**src/rtl/tick_watchdog_pkg.sv**
```systemverilog
package tick_watchdog_pkg;

  localparam int CW_DIV_W       = 18;
  localparam int CW_PRE_EN_BIT  = 25;
  localparam int CW_CLK_EN_BIT  = 24;
  localparam int CW_RST_OUT_BIT = 21;
  localparam int CW_WD_EN_BIT   = 18;

  typedef enum logic [1:0] {
    SEL_CTRL  = 2'd0,
    SEL_SPARE = 2'd1,
    SEL_LIMIT = 2'd2,
    SEL_KICK  = 2'd3
  } reg_sel_e;

  typedef struct packed {
    logic                pre_en;
    logic                clk_en;
    logic                rst_out_en;
    logic                wd_en;
    logic [CW_DIV_W-1:0] div;
  } ctrl_t;

  function automatic ctrl_t ctrl_unpack(input logic [31:0] w);
    ctrl_t c;
    c.pre_en     = w[CW_PRE_EN_BIT];
    c.clk_en     = w[CW_CLK_EN_BIT];
    c.rst_out_en = w[CW_RST_OUT_BIT];
    c.wd_en      = w[CW_WD_EN_BIT];
    c.div        = w[CW_DIV_W-1:0];
    return c;
  endfunction

  function automatic logic [31:0] ctrl_pack(input ctrl_t c);
    logic [31:0] w;
    w                 = '0;
    w[CW_PRE_EN_BIT]  = c.pre_en;
    w[CW_CLK_EN_BIT]  = c.clk_en;
    w[CW_RST_OUT_BIT] = c.rst_out_en;
    w[CW_WD_EN_BIT]   = c.wd_en;
    w[CW_DIV_W-1:0]   = c.div;
    return w;
  endfunction

  // Last phase of a prescale period; a divide of 0 wraps every cycle.
  function automatic logic prescale_wrap(input logic [CW_DIV_W-1:0] phase,
                                         input logic [CW_DIV_W-1:0] div);
    return ({1'b0, phase} + 1'b1) >= {1'b0, div};
  endfunction

endpackage

```
**src/rtl/twd_regs.sv**
```systemverilog
module twd_regs
  import tick_watchdog_pkg::*;
#(
  parameter int ADDR_W = 2,
  parameter int DATA_W = 32,
  parameter int TC_W   = 32
) (
  input  logic              clk,
  input  logic              rst_n,
  input  logic              wr_en,
  input  logic [ADDR_W-1:0] addr,
  input  logic [DATA_W-1:0] wdata,
  output ctrl_t             ctrl_q,
  output logic [TC_W-1:0]   limit_q,
  output logic              kick_wr,
  output logic              cfg_wr,
  output logic [DATA_W-1:0] rdata
);

  reg_sel_e sel;
  logic     ctrl_wr;
  logic     limit_wr;

  assign sel      = reg_sel_e'(addr[1:0]);
  assign ctrl_wr  = wr_en && (sel == SEL_CTRL);
  assign limit_wr = wr_en && (sel == SEL_LIMIT);
  assign kick_wr  = wr_en && (sel == SEL_KICK);
  assign cfg_wr   = ctrl_wr || limit_wr;

  always_ff @(posedge clk or negedge rst_n) begin
    if (!rst_n) begin
      ctrl_q  <= '0;
      limit_q <= '0;
    end else begin
      if (ctrl_wr)  ctrl_q  <= ctrl_unpack(wdata[31:0]);
      if (limit_wr) limit_q <= wdata[TC_W-1:0];
    end
  end

  always_comb begin
    rdata = '0;
    unique case (sel)
      SEL_CTRL:  rdata[31:0]     = ctrl_pack(ctrl_q);
      SEL_LIMIT: rdata[TC_W-1:0] = limit_q;
      default:   rdata           = '0;
    endcase
  end

endmodule

```
**src/rtl/twd_prescaler.sv**
```systemverilog
module twd_prescaler
  import tick_watchdog_pkg::*;
(
  input  logic                clk,
  input  logic                rst_n,
  input  logic                run,
  input  logic                restart,
  input  logic [CW_DIV_W-1:0] div,
  output logic                tick
);

  logic [CW_DIV_W-1:0] phase_q;

  assign tick = run && !restart && prescale_wrap(phase_q, div);

  always_ff @(posedge clk or negedge rst_n) begin
    if (!rst_n)        phase_q <= '0;
    else if (restart)  phase_q <= '0;
    else if (tick)     phase_q <= '0;
    else if (run)      phase_q <= phase_q + 1'b1;
  end

endmodule

```
**src/rtl/twd_counter.sv**
```systemverilog
module twd_counter #(
  parameter int TC_W = 32
) (
  input  logic            clk,
  input  logic            rst_n,
  input  logic            tick,
  input  logic            restart,
  input  logic [TC_W-1:0] limit,
  output logic [TC_W-1:0] count_q,
  output logic            expired_q,
  output logic            expire_evt
);

  function automatic logic limit_hit(input logic [TC_W-1:0] cnt,
                                     input logic [TC_W-1:0] lim);
    return ({1'b0, cnt} + 1'b1) >= {1'b0, lim};
  endfunction

  assign expire_evt = tick && !expired_q && limit_hit(count_q, limit);

  always_ff @(posedge clk or negedge rst_n) begin
    if (!rst_n) begin
      count_q   <= '0;
      expired_q <= 1'b0;
    end else if (restart) begin
      count_q   <= '0;
      expired_q <= 1'b0;
    end else if (expire_evt) begin
      count_q   <= limit;
      expired_q <= 1'b1;
    end else if (tick && !expired_q) begin
      count_q   <= count_q + 1'b1;
    end
  end

endmodule

```
**src/rtl/tick_watchdog.sv**
```systemverilog
module tick_watchdog
  import tick_watchdog_pkg::*;
#(
  parameter int ADDR_W = 2,
  parameter int DATA_W = 32,
  parameter int TC_W   = 32
) (
  input  logic              clk,
  input  logic              rst_n,
  input  logic              wr_en,
  input  logic [ADDR_W-1:0] addr,
  input  logic [DATA_W-1:0] wdata,
  output logic [DATA_W-1:0] rdata,
  output logic              expired,
  output logic              rst_req_n
);

  ctrl_t           ctrl_q;
  logic [TC_W-1:0] limit_q;
  logic [TC_W-1:0] count_q;
  logic            kick_wr;
  logic            cfg_wr;
  logic            restart;
  logic            run;
  logic            tick;
  logic            expire_evt;

  twd_regs #(.ADDR_W(ADDR_W), .DATA_W(DATA_W), .TC_W(TC_W)) regs_i (
    .clk     (clk),
    .rst_n   (rst_n),
    .wr_en   (wr_en),
    .addr    (addr),
    .wdata   (wdata),
    .ctrl_q  (ctrl_q),
    .limit_q (limit_q),
    .kick_wr (kick_wr),
    .cfg_wr  (cfg_wr),
    .rdata   (rdata)
  );

  assign restart = kick_wr || cfg_wr;
  assign run     = ctrl_q.pre_en && ctrl_q.clk_en && ctrl_q.wd_en;

  twd_prescaler pre_i (
    .clk     (clk),
    .rst_n   (rst_n),
    .run     (run),
    .restart (restart),
    .div     (ctrl_q.div),
    .tick    (tick)
  );

  twd_counter #(.TC_W(TC_W)) cnt_i (
    .clk        (clk),
    .rst_n      (rst_n),
    .tick       (tick),
    .restart    (restart),
    .limit      (limit_q),
    .count_q    (count_q),
    .expired_q  (expired),
    .expire_evt (expire_evt)
  );

  assign rst_req_n = !(expired && ctrl_q.rst_out_en);

endmodule

```
**config.mk**
```make
export PLATFORM = sky130hd
export DESIGN_NAME = tick_watchdog
export DESIGN_NICKNAME = d
export VERILOG_FILES = /design/src/rtl/tick_watchdog_pkg.sv /design/src/rtl/twd_regs.sv /design/src/rtl/twd_prescaler.sv /design/src/rtl/twd_counter.sv /design/src/rtl/tick_watchdog.sv
export SDC_FILE = /design/constraint.sdc
export NUM_CORES = 1
export LEC_CHECK = 0
export BUFFER_PORTS_ARGS = -buffer_cell sky130_fd_sc_hd__buf_2
export CAP_MARGIN = 20
export CORE_ASPECT_RATIO = 0.6
export CORE_MARGIN = 2
export CORE_UTILIZATION = 61
export CTS_BUF_LIST = sky130_fd_sc_hd__clkbuf_2
export DETAILED_ROUTE_END_ITERATION = 8
export HOLD_SLACK_MARGIN = 0.02
export PLACE_DENSITY = 0.8
export SLEW_MARGIN = 20
export SYNTH_ARGS = -nofsm -noshare
export SYNTH_HDL_FRONTEND = slang
export SYNTH_SLANG_ARGS = --single-unit
```
**constraint.sdc**
```tcl
create_clock -name clk -period 4.01 [get_ports clk]
set_input_delay 0.6015 -clock clk [delete_from_list [all_inputs] [get_ports clk]]
set_output_delay 0.6015 -clock clk [all_outputs]
set_load 0.01 [all_outputs]
```
==> reports/results.md <==
| Result | This run |
|---|---|
| Startpoint types | flip-flop |
| Minimum clock period after layout | 3.850 ns |
| Sink count of the clock tree | 105 |
| Wire length of the first global-routing pass | 28.99 mm |
| Cell repeated most along the worst path | sky130_fd_sc_hd__nand3_1 |
| Result of the run | complete, no violations |
| Overall die width | 141.6 µm |
| Maximum fanout encountered on the critical timing path | 13 |
| Die Outline Area | 12250 µm² |
| Average instance area after synthesis | 9.674 µm² |
| Clock-pin slew reported for the worst setup and hold paths after clock tree synthesis | 0.31 ns |
| Number of primary I/O pins | 71 |
| Tightest hold margin | 0.1631 ns |
| Highest achievable clock rate | 259.8 MHz |
| Most common flop cell mapped by yosys | sky130_fd_sc_hd__dfrtp_1 |
| Final cell area excluding filler cells | 7814 µm² |
| Type of the worst setup path | flip-flop to flip-flop |
| CTS tree | done |
| Wire length per cell after detailed routing | 19.54 µm |
| Drt drc | 0 |
| Clk root buf | sky130_fd_sc_hd__clkbuf_2 |
| Static leakage | 4.069 nW |
| Synth Instances | 716 |
| Detailed-placement wirelength estimate | 13.53 mm |
| Clock latency on the worst-skew pair | 0.62 ns |
| Grt total ovfl | 0 |
| Number of cells in the design after placement | 915 |
| Peak per-stage delay on the critical path | 0.47 ns |
| Cell chain of the critical path | ha_2 -> nand3_1 -> nor4_2 -> and2b_2 -> nand3_1 -> xnor2_2 -> ha_1 -> a21oi_1 -> o21ai_0 -> a22oi_1 -> nand4_1 -> a31oi_4 -> buf_12 -> buf_8 -> mux2i_1 -> o2bb2ai_1 |
| Routability cong. | 0.9111 |
| Number of nets in the synthesized netlist | 805 |
| Core region area | 11190 µm² |
| Count of inserted antenna diode cells | 0 |
| Number of buffers added by the clock tree synthesis step | 9 |
| Register area share after synthesis | 37.93% |
| Startpoint of the most critical register-to-register path | cnt_i.count_q[1]$_DFFE_PN0P_ |
| Slowest stage cell on the critical path | sky130_fd_sc_hd__dfrtp_1 |
| Start point of the worst min-delay path | wdata[14] |
| Syn. warnings | 0 |
| Worst Path Arrival | 4.37 ns |
| Fraction of layout cells with a size suffix above 1 | 23.59% |
| Transition time at the pin with the least slew margin | 0.8761 ns |
| Commonest cells after routing, fill and taps aside | sky130_fd_sc_hd__dfrtp_1 (102), sky130_fd_sc_hd__buf_2 (69), sky130_fd_sc_hd__inv_1 (59), sky130_fd_sc_hd__nand2_1 (56), sky130_fd_sc_hd__mux2i_1 (53) |
| Final setup violating endpoints | 0 |
| Standard cell area after detailed placement | 7462 µm² |
| MaxCap Viol Count | 0 |
| Critical Path Source | cnt_i.count_q[1]$_DFFE_PN0P_ |
| Mapped cell area | 6927 µm² |
| Maximum buffer depth of the clock tree | 2 |
| Power consumption | 0.002320 W |
| Vias in the first global route | 5713 |
| Detailed Route WL | 18.39 mm |
| Commonest non-fill, non-tap cell in the layout | sky130_fd_sc_hd__dfrtp_1 |
| Endpoint type of the worst setup path | flip-flop |
| Maximum vdd drop | 262.2 µV |
| Asr flop ratio synth | 100.0% |
| Setup skew after layout | 0.03134 ns |
| First-pass iteration count of the detailed router | 5 |
| Largest net degree at the start of global routing | 53 |
| DRC violation total after the first TritonRoute iteration | 732 |
| Non-Filler Instances | 941 |
| Number of different library cells in the post-synthesis netlist | 54 |
| Total Nets Final | 881 |
| Number of core rows | 30 |
| Power density cells | 296.9 nW/µm² |
| Max-slew headroom at the worst pin | 41.47% |
| Number of synthesized flops with an enable pin | 0 |
| Antenna-violating nets left | 0 |
| Y dimension of the die | 86.54 µm |
| Synth-to-Final Area Change | 12.81% |
| Number of antenna violations at the first check in global routing | 0 |
| Level count of the clock H-tree | 3 |
| Total GRT Usage | 30.41% |
| Count of final hold-check violations | 0 |
| Post-synthesis register bit count | 105 |
| Tcrit/Tclk final | 96.00% |
| Required time of the critical path | 4.53 ns |
| Class of the worst hold path | input pin to flip-flop |
| Initial core utilization | 61.92% |
| Slew Limit Fails | 0 |
| Via count normalized by instance count | 6.159 |
| Count of vias placed by the detailed router | 5796 |
| Count of port buffers added during placement | 70 |
## stage by stage
| stage | util (%) | setup TNS, ns | worst slack [ns] |
|---|---|---|---|
| after floorplan | - | 0 | 0.4157 |
| after global placement | 66.71 | 0 | 0.07245 |
| after detailed placement | 66.71 | -0.4656 | -0.04804 |
| after CTS | 68.12 | -0.02513 | -0.02513 |
| after global routing | 69.85 | -0.006054 | -0.006054 |
| final | 69.85 | 0 | 0.1602 |
## critical path, delay by kind of cell, from the launching register on
family / cells / cell delay, ns
multiplexers: 1 / 0.23
buffers and inverters: 2 / 0.31
flip-flops: 1 / 0.47
adder cells (fa/ha/maj): 2 / 0.54
XOR/XNOR: 1 / 0.18
AO/OA/AOI/OAI: 5 / 0.92
AND/OR/NAND/NOR: 5 / 1.10
## timing repair
action                                  4_1_cts  5_1_grt
endpoints found under the setup margin       28       51
hold buffers                                  1        0
cloned                                        0        2
resized for setup                             6       25
endpoints found under the hold margin        41        0
buffers inserted                              0        7
pin swaps                                     0        8
## cell usage after synthesis (2+ instances only)
master | number | area share, %
sky130_fd_sc_hd__nor3_1 | 2 | 0.14
sky130_fd_sc_hd__o21ai_0 | 28 | 2.0
sky130_fd_sc_hd__nand2b_1 | 3 | 0.27
sky130_fd_sc_hd__a21oi_1 | 30 | 2.2
sky130_fd_sc_hd__or3_1 | 4 | 0.36
sky130_fd_sc_hd__a211oi_1 | 2 | 0.22
sky130_fd_sc_hd__ha_1 | 52 | 9.4
sky130_fd_sc_hd__xor2_1 | 11 | 1.4
sky130_fd_sc_hd__inv_1 | 59 | 3.2
sky130_fd_sc_hd__mux2_2 | 37 | 6.0
sky130_fd_sc_hd__o21a_1 | 5 | 0.54
sky130_fd_sc_hd__nand3_1 | 20 | 1.4
sky130_fd_sc_hd__nor2_1 | 50 | 2.7
sky130_fd_sc_hd__nand4_1 | 18 | 1.6
sky130_fd_sc_hd__clkbuf_1 | 16 | 0.87
sky130_fd_sc_hd__o2bb2ai_1 | 20 | 2.5
sky130_fd_sc_hd__or2_2 | 2 | 0.18
sky130_fd_sc_hd__nor4_1 | 4 | 0.36
sky130_fd_sc_hd__buf_2 | 11 | 0.79
sky130_fd_sc_hd__dfrtp_1 | 105 | 38
sky130_fd_sc_hd__a21o_1 | 7 | 0.76
sky130_fd_sc_hd__buf_1 | 5 | 0.27
sky130_fd_sc_hd__nor4_2 | 4 | 0.72
sky130_fd_sc_hd__nor3b_1 | 2 | 0.22
sky130_fd_sc_hd__o21bai_1 | 4 | 0.43
sky130_fd_sc_hd__a22o_1 | 14 | 1.8
sky130_fd_sc_hd__o22ai_1 | 11 | 0.99
sky130_fd_sc_hd__o21ai_2 | 2 | 0.25
sky130_fd_sc_hd__nand2_1 | 56 | 3.0
sky130_fd_sc_hd__and2_1 | 13 | 1.2
sky130_fd_sc_hd__and3_1 | 7 | 0.63
sky130_fd_sc_hd__xnor2_1 | 35 | 4.4
sky130_fd_sc_hd__buf_6 | 3 | 0.49
sky130_fd_sc_hd__nor3_2 | 2 | 0.29
sky130_fd_sc_hd__mux2i_1 | 53 | 7.7
## flip-flops by register name (all words and copies together), names as in the netlist
register / cells
cnt_i.expired_q: 1
pre_i.phase_q: 18
regs_i.ctrl_q: 22
cnt_i.count_q: 32
regs_i.limit_q: 32
## power by group
group	total, W	switching, W	internal, W
Clock	0.000543	0.000388	0.000155
Combinational	0.000509	0.000289	0.000220
Sequential	0.00127	0.000106	0.00116
Total	0.00232	0.000782	0.00154
## cell type report
class                      count  area, µm²
clock inverter                 6      72.57
inverter                      59      221.5
sequential                   105       2631
tap                          144      180.2
timing repair buffer          98      596.8
multi-input combinational    519       4061
clock buffer                  10      50.05
fill                         821       3372
## kinds of logic after synthesis
| logic type | synth area share (%) |
|---|---|
| simple gates | 14.45 |
| compound gates | 12.95 |
| flops | 37.93 |
| buf+inv | 5.618 |
| mux | 13.84 |
| fa+ha+maj | 9.393 |
| xor+xnor | 5.816 |
## worst paths after layout
kind	end	slack (ns)	cells after the start
min	regs_i.ctrl_q[14]$_DFFE_PN0P_	0.16	3
min reg2reg	cnt_i.count_q[26]$_DFFE_PN0P_	0.58	1
max reg2reg	cnt_i.count_q[18]$_DFFE_PN0P_	0.16	16
max	cnt_i.count_q[18]$_DFFE_PN0P_	0.16	16
max in group asynchronous	cnt_i.count_q[15]$_DFFE_PN0P_	2.62	3
min in group asynchronous	cnt_i.count_q[5]$_DFFE_PN0P_	0.53	2
## metal layers
metal | GRT usage [%] | vias up | part of all wire (%)
met2 | 48.10 | 264 | 44
li1 | - | 2680 | -
met1 | 44.29 | 2823 | 46
met4 | 7.727 | 0 | 1.6
met3 | 4.807 | 29 | 8.0
met5 | 0 | - | 0
(Power assumes the default switching activity.)
